## src/rtl/df_pkg.sv

```systemverilog
package df_pkg;
  localparam int NPORT = 3;

  typedef enum logic [2:0] {
    OP_ADD   = 3'd0,
    OP_SUB   = 3'd1,
    OP_AND   = 3'd2,
    OP_XOR   = 3'd3,
    OP_SEL   = 3'd4,
    OP_STEER = 3'd5,
    OP_WADV  = 3'd6,
    OP_PASS  = 3'd7
  } df_op_e;

  function automatic logic [NPORT-1:0] op_need(df_op_e op);
    case (op)
      OP_SEL:           return 3'b111;
      OP_WADV, OP_PASS: return 3'b001;
      default:          return 3'b011;
    endcase
  endfunction
endpackage

```

## src/rtl/df_alu.sv

```systemverilog
module df_alu import df_pkg::*; #(
  parameter int DW   = 16,
  parameter int TW   = 8,
  parameter int NDST = 4,
  parameter int DSTW = 6
) (
  input  df_op_e                     op_i,
  input  logic [NPORT-1:0][DW-1:0]   opnd_i,
  input  logic [TW-1:0]              tag_i,
  input  logic [NDST-1:0][DSTW-1:0]  dst_i,
  output logic [DW-1:0]              data_o,
  output logic [TW-1:0]              tag_o,
  output logic [NDST-1:0]            mask_o
);
  localparam int HALF = NDST / 2;

  logic [NDST-1:0] dv, lo;
  logic            pred;

  always_comb begin
    for (int k = 0; k < NDST; k++) begin
      dv[k] = dst_i[k][DSTW-1];
      lo[k] = (k < HALF);
    end
    pred = |opnd_i[0];
    case (op_i)
      OP_ADD:   data_o = opnd_i[0] + opnd_i[1];
      OP_SUB:   data_o = opnd_i[0] - opnd_i[1];
      OP_AND:   data_o = opnd_i[0] & opnd_i[1];
      OP_XOR:   data_o = opnd_i[0] ^ opnd_i[1];
      OP_SEL:   data_o = pred ? opnd_i[1] : opnd_i[2];
      OP_STEER: data_o = opnd_i[1];
      default:  data_o = opnd_i[0];
    endcase
    tag_o  = (op_i == OP_WADV) ? tag_i + 1'b1 : tag_i;
    mask_o = dv;
    if (op_i == OP_STEER) mask_o = pred ? (dv & lo) : (dv & ~lo);
  end
endmodule

```

## src/rtl/df_match.sv

```systemverilog
module df_match import df_pkg::*; #(
  parameter  int NSET  = 8,
  parameter  int NSLOT = 8,
  parameter  int TW    = 8,
  parameter  int DW    = 16,
  localparam int SW    = $clog2(NSLOT),
  localparam int IW    = $clog2(NSET),
  localparam int PW    = $clog2(NPORT)
) (
  input  logic                           clk_i,
  input  logic                           rst_ni,
  input  logic                           tok_valid_i,
  output logic                           tok_ready_o,
  input  logic [SW-1:0]                  tok_slot_i,
  input  logic [PW-1:0]                  tok_port_i,
  input  logic [TW-1:0]                  tok_tag_i,
  input  logic [DW-1:0]                  tok_data_i,
  input  logic [NSLOT-1:0][NPORT-1:0]    need_i,
  input  logic                           fire_en_i,
  output logic                           fire_take_o,
  output logic [NSET-1:0]                fire_oh_o,
  output logic [SW-1:0]                  fire_slot_o,
  output logic [TW-1:0]                  fire_tag_o,
  output logic [NPORT-1:0][DW-1:0]       fire_opnd_o,
  output logic [NSET-1:0]                busy_o
);
  logic [NSET-1:0]                    vld_q;
  logic [NSET-1:0][SW-1:0]            slot_q;
  logic [NSET-1:0][TW-1:0]            tag_q;
  logic [NSET-1:0][NPORT-1:0]         have_q;
  logic [NSET-1:0][NPORT-1:0][DW-1:0] opnd_q;
  logic [NSET-1:0][NSET-1:0]          older_q;  // [i][j]: i allocated before j

  logic [NSET-1:0]  hit, rdy, win;
  logic [NPORT-1:0] pbit;
  logic [IW-1:0]    hit_idx, alloc_idx, fire_idx, wr_idx;
  logic             any_hit, any_free, acc;

  always_comb begin
    hit_idx   = '0;
    alloc_idx = '0;
    fire_idx  = '0;
    for (int p = 0; p < NPORT; p++) pbit[p] = (tok_port_i == PW'(p));
    for (int i = 0; i < NSET; i++) begin
      hit[i] = vld_q[i] && slot_q[i] == tok_slot_i && tag_q[i] == tok_tag_i;
      rdy[i] = vld_q[i] && ((have_q[i] & need_i[slot_q[i]]) == need_i[slot_q[i]]);
    end
    for (int i = 0; i < NSET; i++) begin
      win[i] = rdy[i];
      for (int j = 0; j < NSET; j++)
        if (rdy[j] && older_q[j][i]) win[i] = 1'b0;
    end
    for (int i = NSET - 1; i >= 0; i--) begin
      if (hit[i])    hit_idx   = IW'(i);
      if (!vld_q[i]) alloc_idx = IW'(i);
      if (win[i])    fire_idx  = IW'(i);
    end
    any_hit     = |hit;
    any_free    = ~&vld_q;
    tok_ready_o = any_hit | any_free;
    acc         = tok_valid_i & tok_ready_o;
    wr_idx      = any_hit ? hit_idx : alloc_idx;
    fire_take_o = (|rdy) & fire_en_i;
  end

  assign fire_oh_o   = win;
  assign fire_slot_o = slot_q[fire_idx];
  assign fire_tag_o  = tag_q[fire_idx];
  assign fire_opnd_o = opnd_q[fire_idx];
  assign busy_o      = vld_q;

  always_ff @(posedge clk_i or negedge rst_ni) begin
    if (!rst_ni) begin
      vld_q   <= '0;
      have_q  <= '0;
      older_q <= '0;
    end else begin
      if (fire_take_o) vld_q[fire_idx] <= 1'b0;
      if (acc) begin
        if (any_hit) begin
          have_q[hit_idx] <= have_q[hit_idx] | pbit;
        end else begin
          vld_q[alloc_idx]  <= 1'b1;
          have_q[alloc_idx] <= pbit;
          for (int j = 0; j < NSET; j++) older_q[j][alloc_idx] <= vld_q[j];
          older_q[alloc_idx] <= '0;
        end
      end
    end
  end

  always_ff @(posedge clk_i) begin
    if (acc) begin
      if (!any_hit) begin
        slot_q[alloc_idx] <= tok_slot_i;
        tag_q[alloc_idx]  <= tok_tag_i;
      end
      for (int p = 0; p < NPORT; p++)
        if (pbit[p]) opnd_q[wr_idx][p] <= tok_data_i;
    end
  end
endmodule

```

## src/rtl/df_emit.sv

```systemverilog
module df_emit #(
  parameter  int NDST = 4,
  parameter  int SW   = 3,
  parameter  int PW   = 2,
  parameter  int TW   = 8,
  parameter  int DW   = 16,
  localparam int DSTW = 1 + SW + PW,
  localparam int CW   = $clog2(NDST)
) (
  input  logic                      clk_i,
  input  logic                      rst_ni,
  input  logic                      load_i,
  input  logic [DW-1:0]             data_i,
  input  logic [TW-1:0]             tag_i,
  input  logic [NDST-1:0][DSTW-1:0] dst_i,
  input  logic [NDST-1:0]           mask_i,
  output logic                      idle_o,
  output logic                      out_valid_o,
  input  logic                      out_ready_i,
  output logic [SW-1:0]             out_slot_o,
  output logic [PW-1:0]             out_port_o,
  output logic [TW-1:0]             out_tag_o,
  output logic [DW-1:0]             out_data_o
);
  logic [NDST-1:0]           mask_q;
  logic [NDST-1:0][DSTW-1:0] dst_q;
  logic [DW-1:0]             data_q;
  logic [TW-1:0]             tag_q;
  logic [CW-1:0]             cur;

  always_comb begin
    cur = '0;
    for (int k = NDST - 1; k >= 0; k--) if (mask_q[k]) cur = CW'(k);
  end

  assign out_valid_o = |mask_q;
  assign idle_o      = ~out_valid_o;
  assign out_slot_o  = dst_q[cur][PW +: SW];
  assign out_port_o  = dst_q[cur][PW-1:0];
  assign out_tag_o   = tag_q;
  assign out_data_o  = data_q;

  always_ff @(posedge clk_i or negedge rst_ni) begin
    if (!rst_ni)                          mask_q      <= '0;
    else if (load_i)                      mask_q      <= mask_i;
    else if (out_valid_o && out_ready_i)  mask_q[cur] <= 1'b0;
  end

  always_ff @(posedge clk_i) begin
    if (load_i) begin
      dst_q  <= dst_i;
      data_q <= data_i;
      tag_q  <= tag_i;
    end
  end
endmodule

```

## src/rtl/df_tile.sv

```systemverilog
module df_tile import df_pkg::*; #(
  parameter  int NSLOT = 8,
  parameter  int NSET  = 8,
  parameter  int DW    = 16,
  parameter  int TW    = 8,
  parameter  int NDST  = 4,
  localparam int SW    = $clog2(NSLOT),
  localparam int PW    = $clog2(NPORT),
  localparam int DSTW  = 1 + SW + PW
) (
  input  logic                 clk_i,
  input  logic                 rst_ni,
  input  logic                 ld_valid_i,
  input  logic [SW-1:0]        ld_slot_i,
  input  logic [2:0]           ld_op_i,
  input  logic [NDST*DSTW-1:0] ld_dst_i,
  input  logic                 tok_valid_i,
  output logic                 tok_ready_o,
  input  logic [SW-1:0]        tok_slot_i,
  input  logic [PW-1:0]        tok_port_i,
  input  logic [TW-1:0]        tok_tag_i,
  input  logic [DW-1:0]        tok_data_i,
  output logic                 out_valid_o,
  input  logic                 out_ready_i,
  output logic [SW-1:0]        out_slot_o,
  output logic [PW-1:0]        out_port_o,
  output logic [TW-1:0]        out_tag_o,
  output logic [DW-1:0]        out_data_o
);
  df_op_e                            op_q [NSLOT];
  logic [NSLOT-1:0][NDST-1:0][DSTW-1:0] dst_q;
  logic [NSLOT-1:0][NPORT-1:0]       need;

  logic                      fire_take, em_idle;
  logic [NSET-1:0]           fire_oh, busy;
  logic [SW-1:0]             fire_slot;
  logic [TW-1:0]             fire_tag, res_tag;
  logic [NPORT-1:0][DW-1:0]  fire_opnd;
  logic [DW-1:0]             res_data;
  logic [NDST-1:0]           send_mask;
  df_op_e                    fire_op;

  always_ff @(posedge clk_i or negedge rst_ni) begin
    if (!rst_ni) begin
      for (int s = 0; s < NSLOT; s++) op_q[s] <= OP_PASS;
      dst_q <= '0;
    end else if (ld_valid_i) begin
      op_q[ld_slot_i]  <= df_op_e'(ld_op_i);
      dst_q[ld_slot_i] <= ld_dst_i;
    end
  end

  always_comb begin
    for (int s = 0; s < NSLOT; s++) need[s] = op_need(op_q[s]);
  end

  assign fire_op = op_q[fire_slot];

  df_match #(.NSET(NSET), .NSLOT(NSLOT), .TW(TW), .DW(DW)) i_match (
    .clk_i, .rst_ni, .tok_valid_i, .tok_ready_o, .tok_slot_i, .tok_port_i,
    .tok_tag_i, .tok_data_i,
    .need_i      (need),
    .fire_en_i   (em_idle),
    .fire_take_o (fire_take),
    .fire_oh_o   (fire_oh),
    .fire_slot_o (fire_slot),
    .fire_tag_o  (fire_tag),
    .fire_opnd_o (fire_opnd),
    .busy_o      (busy)
  );

  df_alu #(.DW(DW), .TW(TW), .NDST(NDST), .DSTW(DSTW)) i_alu (
    .op_i   (fire_op),
    .opnd_i (fire_opnd),
    .tag_i  (fire_tag),
    .dst_i  (dst_q[fire_slot]),
    .data_o (res_data),
    .tag_o  (res_tag),
    .mask_o (send_mask)
  );

  df_emit #(.NDST(NDST), .SW(SW), .PW(PW), .TW(TW), .DW(DW)) i_emit (
    .clk_i, .rst_ni,
    .load_i  (fire_take),
    .data_i  (res_data),
    .tag_i   (res_tag),
    .dst_i   (dst_q[fire_slot]),
    .mask_i  (send_mask),
    .idle_o  (em_idle),
    .out_valid_o, .out_ready_i, .out_slot_o, .out_port_o, .out_tag_o, .out_data_o
  );
endmodule

```

## config.mk

```make
export PLATFORM = sky130hd
export DESIGN_NAME = df_tile
export DESIGN_NICKNAME = d
export VERILOG_FILES = /design/src/rtl/df_pkg.sv /design/src/rtl/df_alu.sv /design/src/rtl/df_match.sv /design/src/rtl/df_emit.sv /design/src/rtl/df_tile.sv
export SDC_FILE = /design/constraint.sdc
export NUM_CORES = 2
export LEC_CHECK = 0
export BUFFER_PORTS_ARGS = -buffer_cell sky130_fd_sc_hd__buf_2
export CORE_ASPECT_RATIO = 1.4
export CORE_MARGIN = 10
export CORE_UTILIZATION = 59
export CTS_BUF_LIST = sky130_fd_sc_hd__clkbuf_2 sky130_fd_sc_hd__clkbuf_4 sky130_fd_sc_hd__clkbuf_8
export DETAILED_ROUTE_END_ITERATION = 7
export GPL_ROUTABILITY_DRIVEN = 1
export GPL_TIMING_DRIVEN = 0
export PLACE_DENSITY = 0.79
export SLEW_MARGIN = 0
export SYNTH_ARGS = -nofsm -noshare
export SYNTH_HDL_FRONTEND = slang
export SYNTH_SLANG_ARGS = --single-unit
```

## constraint.sdc

```tcl
create_clock -name clk_i -period 6.5 [get_ports clk_i]
set_clock_uncertainty 0.2 [all_clocks]
set_input_delay 0.325 -clock clk_i [delete_from_list [all_inputs] [get_ports clk_i]]
set_output_delay 0.325 -clock clk_i [all_outputs]
set_load 0.02 [all_outputs]
```

== Word-level counts from Yosys, hierarchy flattened ==
Index checks and enable logic that the tools add are counted.
Storage, ports and cells
  flip-flop bits (word level): 836
  input port bits: 64
  word-level logic and storage cells: 513
Cells by class
  add/sub/neg operators: 3
  $lt $le $gt $ge: 24
  eq/ne operators: 56
  mux-type cells: 187
  bitwise operators: 25
  reduce and logical (&&, ||, !) cells: 114
Operators with widths (number)
  $mux W384: 5
  $bwmux W384: 3
  $demux W48 S3: 3
  $bwmux W192: 1
  $bmux W48 S3: 1
  $mux W3: 40
  $bmux W3 S3: 11
  $bwmux W24: 4
  $logic_and A1 B1 Y1: 96
  $mux W48: 2
  $pmux W16 S6: 1
  $eq A3 B3 Y1 const B: 27
  $bmux W24 S3: 1
  $demux W24 S3: 1
  $mux W24: 3
  $mux W1: 67
  $and A64 B64 Y64: 1
  $bwmux W64: 1
  $bwmux W8: 8
  $eq A8 B8 Y1: 8
  $not A64 Y64: 1
  $lt A3 B4 Y1 const B: 14
  $eq A3 B3 Y1: 16
  $mux W8: 6
  other kinds (47): 88

== Depth between registers and ports, before layout ==
  word-level depth: 35
  depth in mapped cells: 40

== Modules after synthesis ==
From an unflattened synthesis, not the netlist that was laid out.
Second synthesis, totals
  cell total of the unflattened synthesis: 2831
  area total of the unflattened synthesis: 40192.3 um^2
Modules (own cells, without submodules)
  df_match: instances 1, cells each 1830, area each 26296.5 um^2, sequential area each 16575.9 um^2
  df_tile: instances 1, cells each 576, area each 9828.2 um^2, sequential area each 5435.2 um^2
  df_alu: instances 1, cells each 336, area each 2386.0 um^2, sequential area each 0.0 um^2
  df_emit: instances 1, cells each 89, area each 1681.6 um^2, sequential area each 1421.4 um^2

== Worst setup path before layout ==
Ideal clock, no wire load.
  kind: flip-flop to flip-flop
  start: register op_q[18] (netlist name)
  end: register i_emit.data_q[14] (netlist: i_emit.out_data_o[14]), data pin
  library setup time: 275 ps
  arrival time: 6684 ps
  data required time: 6025 ps
  slack: -659 ps
  cell stages (with the launch flop): 38
  path through: dfstp_2 -> buf_2 -> or3b_1 -> mux2i_1 -> o311a_1 -> a211oi_2 -> a21boi_1 -> and4_1 -> a21boi_4 -> o22ai_4 -> buf_6 -> mux2i_1 -> o211a_1 -> buf_4 -> buf_6 -> mux2i_1 -> mux2i_1 -> mux2i_1 -> [... 2 more ...] -> a21oi_1 -> fa_1 -> a21oi_1 -> nor2_1 -> nor2_1 -> o21ai_0 -> a21oi_1 -> o21ai_0 -> a21oi_1 -> o21bai_1 -> a21oi_1 -> o21bai_1 -> a21oi_1 -> o21ai_0 -> xnor2_1 -> a21oi_1 -> o21ai_1 -> o221ai_1
Between the ends
  word-level cells in the longest chain between the ends: 33
  elaborated cells on any way between the ends: 202
  those cells by class: add/sub: 2; eq/ne: 16; mux: 98; bitwise: 11; reduce/logical: 75
RTL lines
  start, declared: RTL line df_tile.sv:30  | df_op_e op_q [NSLOT];
  start signal, assigned by index: RTL line df_tile.sv:48  | op_q[ld_slot_i] <= df_op_e'(ld_op_i);
  $eq A3 B3 Y1: RTL line df_pkg.sv:16  | case (op)
  $reduce_or A2 Y1: RTL line df_pkg.sv:16
  $pmux W3 S2: RTL line df_pkg.sv:16
  $bmux W3 S3: RTL line df_match.sv:46  | rdy[i] = vld_q[i] && ((have_q[i] & need_i[slot_q[i]]) == need_i[slot_q[i]]);
  $mux W3 (implied by the code): RTL line df_match.sv:46
  $and A3 B3 Y3: RTL line df_match.sv:46
  $eq A3 B3 Y1: RTL line df_match.sv:46
  $logic_and A1 B1 Y1: RTL line df_match.sv:46
  [... 17 more ...]
  $bmux W3 S3: RTL line df_match.sv:67  | assign fire_slot_o = slot_q[fire_idx];
  $mux W3 (implied by the code): RTL line df_match.sv:67
  $not A3 Y4 (implied by the code): RTL line df_tile.sv:57  | assign fire_op = op_q[fire_slot];
  $bmux W3 S3: RTL line df_tile.sv:57
  $mux W3 (implied by the code) (2 in series): RTL line df_tile.sv:57
  $eq A3 B3 Y1 (tied with other cells): RTL line df_alu.sv:26  | case (op_i)
  $pmux W16 S6 (*): RTL line df_alu.sv:26
  net i_alu.data_o[14]: RTL line df_alu.sv:11  | output logic [DW-1:0] data_o,
  end signal, assigned: RTL line df_emit.sv:52  | data_q <= data_i;
  end, declared: RTL line df_emit.sv:27  | logic [DW-1:0] data_q;
The timed path passes the listed nets; every way through them passes the cells marked *. The select of a mux whose other input is x is not followed.
A chain may end at the register's enable or synchronous reset.

== Worst setup path after layout ==
  start: register op_q[11] (netlist name)
  end: register i_emit.data_q[14] (netlist: i_emit.out_data_o[14]), data pin
Same word-level chain as after synthesis.

==> out/metrics.cfg <==
[timing]
fin_crit_sh_pct = 123.1
fmax_mhz = 125.0
setup_slack_ns = -1.503
slew_viol_final = 0
hold_viol_final = 0
setup_viol = 13
fin_crit_ns = 8.003
tns_ns = -11.60
slew_headroom_pct = 13.99
tightest_slew_ns = 1.280
rsz0062_at_grt = yes

[clock_tree]
cts-root-buf = clkbuf_8
cts_max_level = 3
numCtsBuffers = 120
cts_tree = built
cts_buffer_depth = 3
clock-sinks = 832
worstSkewPairLatency_ns = 0.82
clk_pin_slew_ns = 0.06

[final_layout]
final_cells = 5014
layout_common_cells = nand2_1, edfxtp_1, dfrtp_1
areaGrowthSynthToFinish_pct = 18.42
postLayoutCellArea_sq_um = 48720
drive_gt1_share_pct = 25.64
final_core_util_pct = 70.57
layout_commonest_cell = nand2_1
nNetsFinal = 4075

[placed_design]
gp_congestion = 0.9937
dp.cells = 4605
portBuffers = 90
post-dp-hpwl_microns = 90920
placed_cell_area_sq_um = 43450

[grt]
antenna_found_initial = 3
grt_pass1_wl_microns = 197000
track_usage_pct = 32.11
gr-total-overflow = 0
grt_max_degree = 109
grt_pass1_vias = 31877

[synth]
synth-edff-count = 516
yosys.area.top_type_share_pct = 37.66
seq_area_frac_synth_pct = 56.96
synth_fp_nets = 3656
yosysTopAreaCell = edfxtp_1
ys_types = 107
ys_async_sr_fraction_pct = 37.98
ys_ff_latch = 832
syn_avg_cell_area_sq_um = 11.56
synth_area_sq_um = 41140
synth_ff_type = edfxtp_1
syn_inst = 3558
synthTopCellsByArea = edfxtp_1, dfrtp_1, mux2_2, nand2_1, a21oi_1
synth_warnings = 0

[routing]
drc_errors = 0
vias = 31803
routedWlPerCell_microns = 26.59
vias_per_cell = 6.343
wl_microns = 133300
postRouteAntennaNets = 0
drtPass1Iterations = 7
drt-initial-drc-count = 3628

[die]
rows = 114
die_h_microns = 332.5
die_area_sq_um = 80850
ios = 95
start_util_pct = 59.59
core-area_sq_um = 69040
dieWidth_microns = 243.2

[critical_path]
arrival_ns = 8.32
cp.required_ns = 6.82
slowest_delay_ns = 0.55
start_kind = flip-flop
r2r-start = op_q[11]$_DFFE_PN1P_
slowest_stage = dfstp_2
worstPathMaxFanout = 10
r2r_slack_ns = -1.50
setup.worst_path.end_class = flip-flop
ff2ff_path_depth = 43
crit_top_cell = buf_12
r2r_end = i_emit.out_data_o[14]$_DFFE_PP_
crit_type = flip-flop to flip-flop

[hold_path]
min_path_type = input port to flip-flop
hold_start = ld_slot_i[1]
whs_path_depth = 3
hold_path_end = op_q[23]$_DFFE_PN1P_

[power]
cellPowerDensity_nw_per_um2 = 295.9
total_power_uw = 14410
p_leak_uw = 0.01881
peakVddDrop_mv = 0.3124

[flow_run]
drv_cap = 0

[outcome]
violations = setup timing
status = finished, violations left

-- cell type report --
cell class / instances / area (sq um)
sequential: 832 / 23430
fill: 5019 / 20320
multi-input combinational: 2416 / 17130
timing repair buffer: 306 / 2669
clock buffer: 159 / 2019
buffer: 216 / 1356
tap: 928 / 1161
clock inverter: 69 / 629.4
inverter: 85 / 319.1
antenna: 3 / 7.507
-- state kept, by name, indices dropped and copies added (netlist names) --
| register | count |
|---|---|
| i_match.opnd_q | 384 |
| i_emit.out_data_o | 16 |
| i_match.have_q | 24 |
| op_q | 24 |
| i_emit.dst_q | 20 |
| i_match.older_q | 64 |
| i_match.slot_q | 24 |
| i_emit.mask_q | 4 |
| i_match.tag_q | 64 |
| i_emit.out_tag_o | 8 |
| dst_q | 192 |
| i_match.busy_o | 8 |
-- synth_stat cells (9+ instances only) --
master	instances
a211oi_1	10
a21oi_1	271
a22oi_1	17
a31oi_1	11
a32oi_1	16
and2_1	139
buf_1	20
buf_2	74
buf_4	17
buf_6	10
clkbuf_1	103
dfrtp_1	292
dfstp_2	24
edfxtp_1	516
ha_1	33
inv_1	84
mux2_2	276
mux2i_1	123
nand2_1	545
nand3_1	60
nand3b_1	16
nand4_1	44
nand4b_1	20
nor2_1	195
nor2b_1	27
nor3_1	34
nor4_1	19
nor4_2	16
nor4b_1	23
nor4bb_1	12
o211a_1	9
o211ai_1	37
o21a_1	10
o21ai_0	90
o21ai_1	9
o221ai_1	14
o22a_1	9
o22ai_1	13
xnor2_1	117
-- per-stage QoR --
| step | worst slack, ns | hold WS (ns) |
|---|---|---|
| finish | -1.503 | 0.1272 |
| detailed placement | -3.565 | -0.01310 |
| global route | -1.669 | 0.1273 |
| global placement | -3.657 | 0.2589 |
| CTS | -1.360 | 0.06828 |
| floorplan | -0.4171 | -0.1706 |
-- metal layers --
| layer | vias to the layer above | GRT usage, % | share of wire [%] |
|---|---|---|---|
| met5 | - | 0 | 0.0083 |
| met4 | 2 | 23.07 | 8.0 |
| li1 | 13831 | - | - |
| met2 | 1741 | 53.97 | 49 |
| met1 | 15675 | 36.69 | 36 |
| met3 | 554 | 5.487 | 7.5 |
-- power breakdown --
part | switching (uW) | total [uW] | internal (uW)
sequential | 295 | 6480 | 6180
combinational | 1940 | 3330 | 1390
clock | 2130 | 4610 | 2480
-- worst max-delay path, delay by kind of cell, from the launching register on --
kind	cells	cell delay, ns
XOR/XNOR	1	0.15
buffers and inverters	14	1.81
flip-flops	1	0.55
AO/OA/AOI/OAI	20	3.54
multiplexers	1	0.17
adder cells (fa/ha/maj)	2	0.57
AND/OR/NAND/NOR	5	0.72
-- kinds of logic (layout without fill, tap and decap cells) --
group / after synthesis / after routing / synth area share [%]
AO/OA/AOI/OAI: 639 / 639 / 10.29
XOR/XNOR: 122 / 122 / 2.597
adder cells (fa/ha/maj): 34 / 34 / 1.052
buffers and inverters: 310 / 835 / 3.394
flip-flops: 832 / 832 / 56.96
multiplexers: 401 / 401 / 10.63
other: 0 / 3 / 0
AND/OR/NAND/NOR: 1220 / 1220 / 15.08
-- worst max path at each step --
| stage | startpoint | end | slack, ns | cells after the start |
|---|---|---|---|---|
| detailed placement | op_q[14]$_DFFE_PN1P_ | i_emit.out_data_o[15]$_DFFE_PP_ | -3.57 | 30 |
| global route | op_q[19]$_DFFE_PN1P_ | i_emit.out_data_o[15]$_DFFE_PP_ | -1.67 | 37 |
| global placement | op_q[14]$_DFFE_PN1P_ | i_emit.out_data_o[15]$_DFFE_PP_ | -3.66 | 33 |
| CTS | op_q[20]$_DFFE_PN1P_ | i_emit.out_data_o[15]$_DFFE_PP_ | -1.36 | 37 |
| finish | op_q[11]$_DFFE_PN1P_ | i_emit.out_data_o[14]$_DFFE_PP_ | -1.50 | 43 |
| floorplan | op_q[23]$_DFFE_PN1P_ | i_emit.out_data_o[15]$_DFFE_PP_ | -0.42 | 35 |
-- repair_timing --
item                       in CTS  in global routing
hold endpoints to repair      826                  0
gates resized for setup       184                 40
setup endpoints to repair      56                 23
pin swaps                      92                 39
hold buffers                   63                  0
setup buffers                 109                 15
Note: power is estimated with default switching activity, not from simulation.
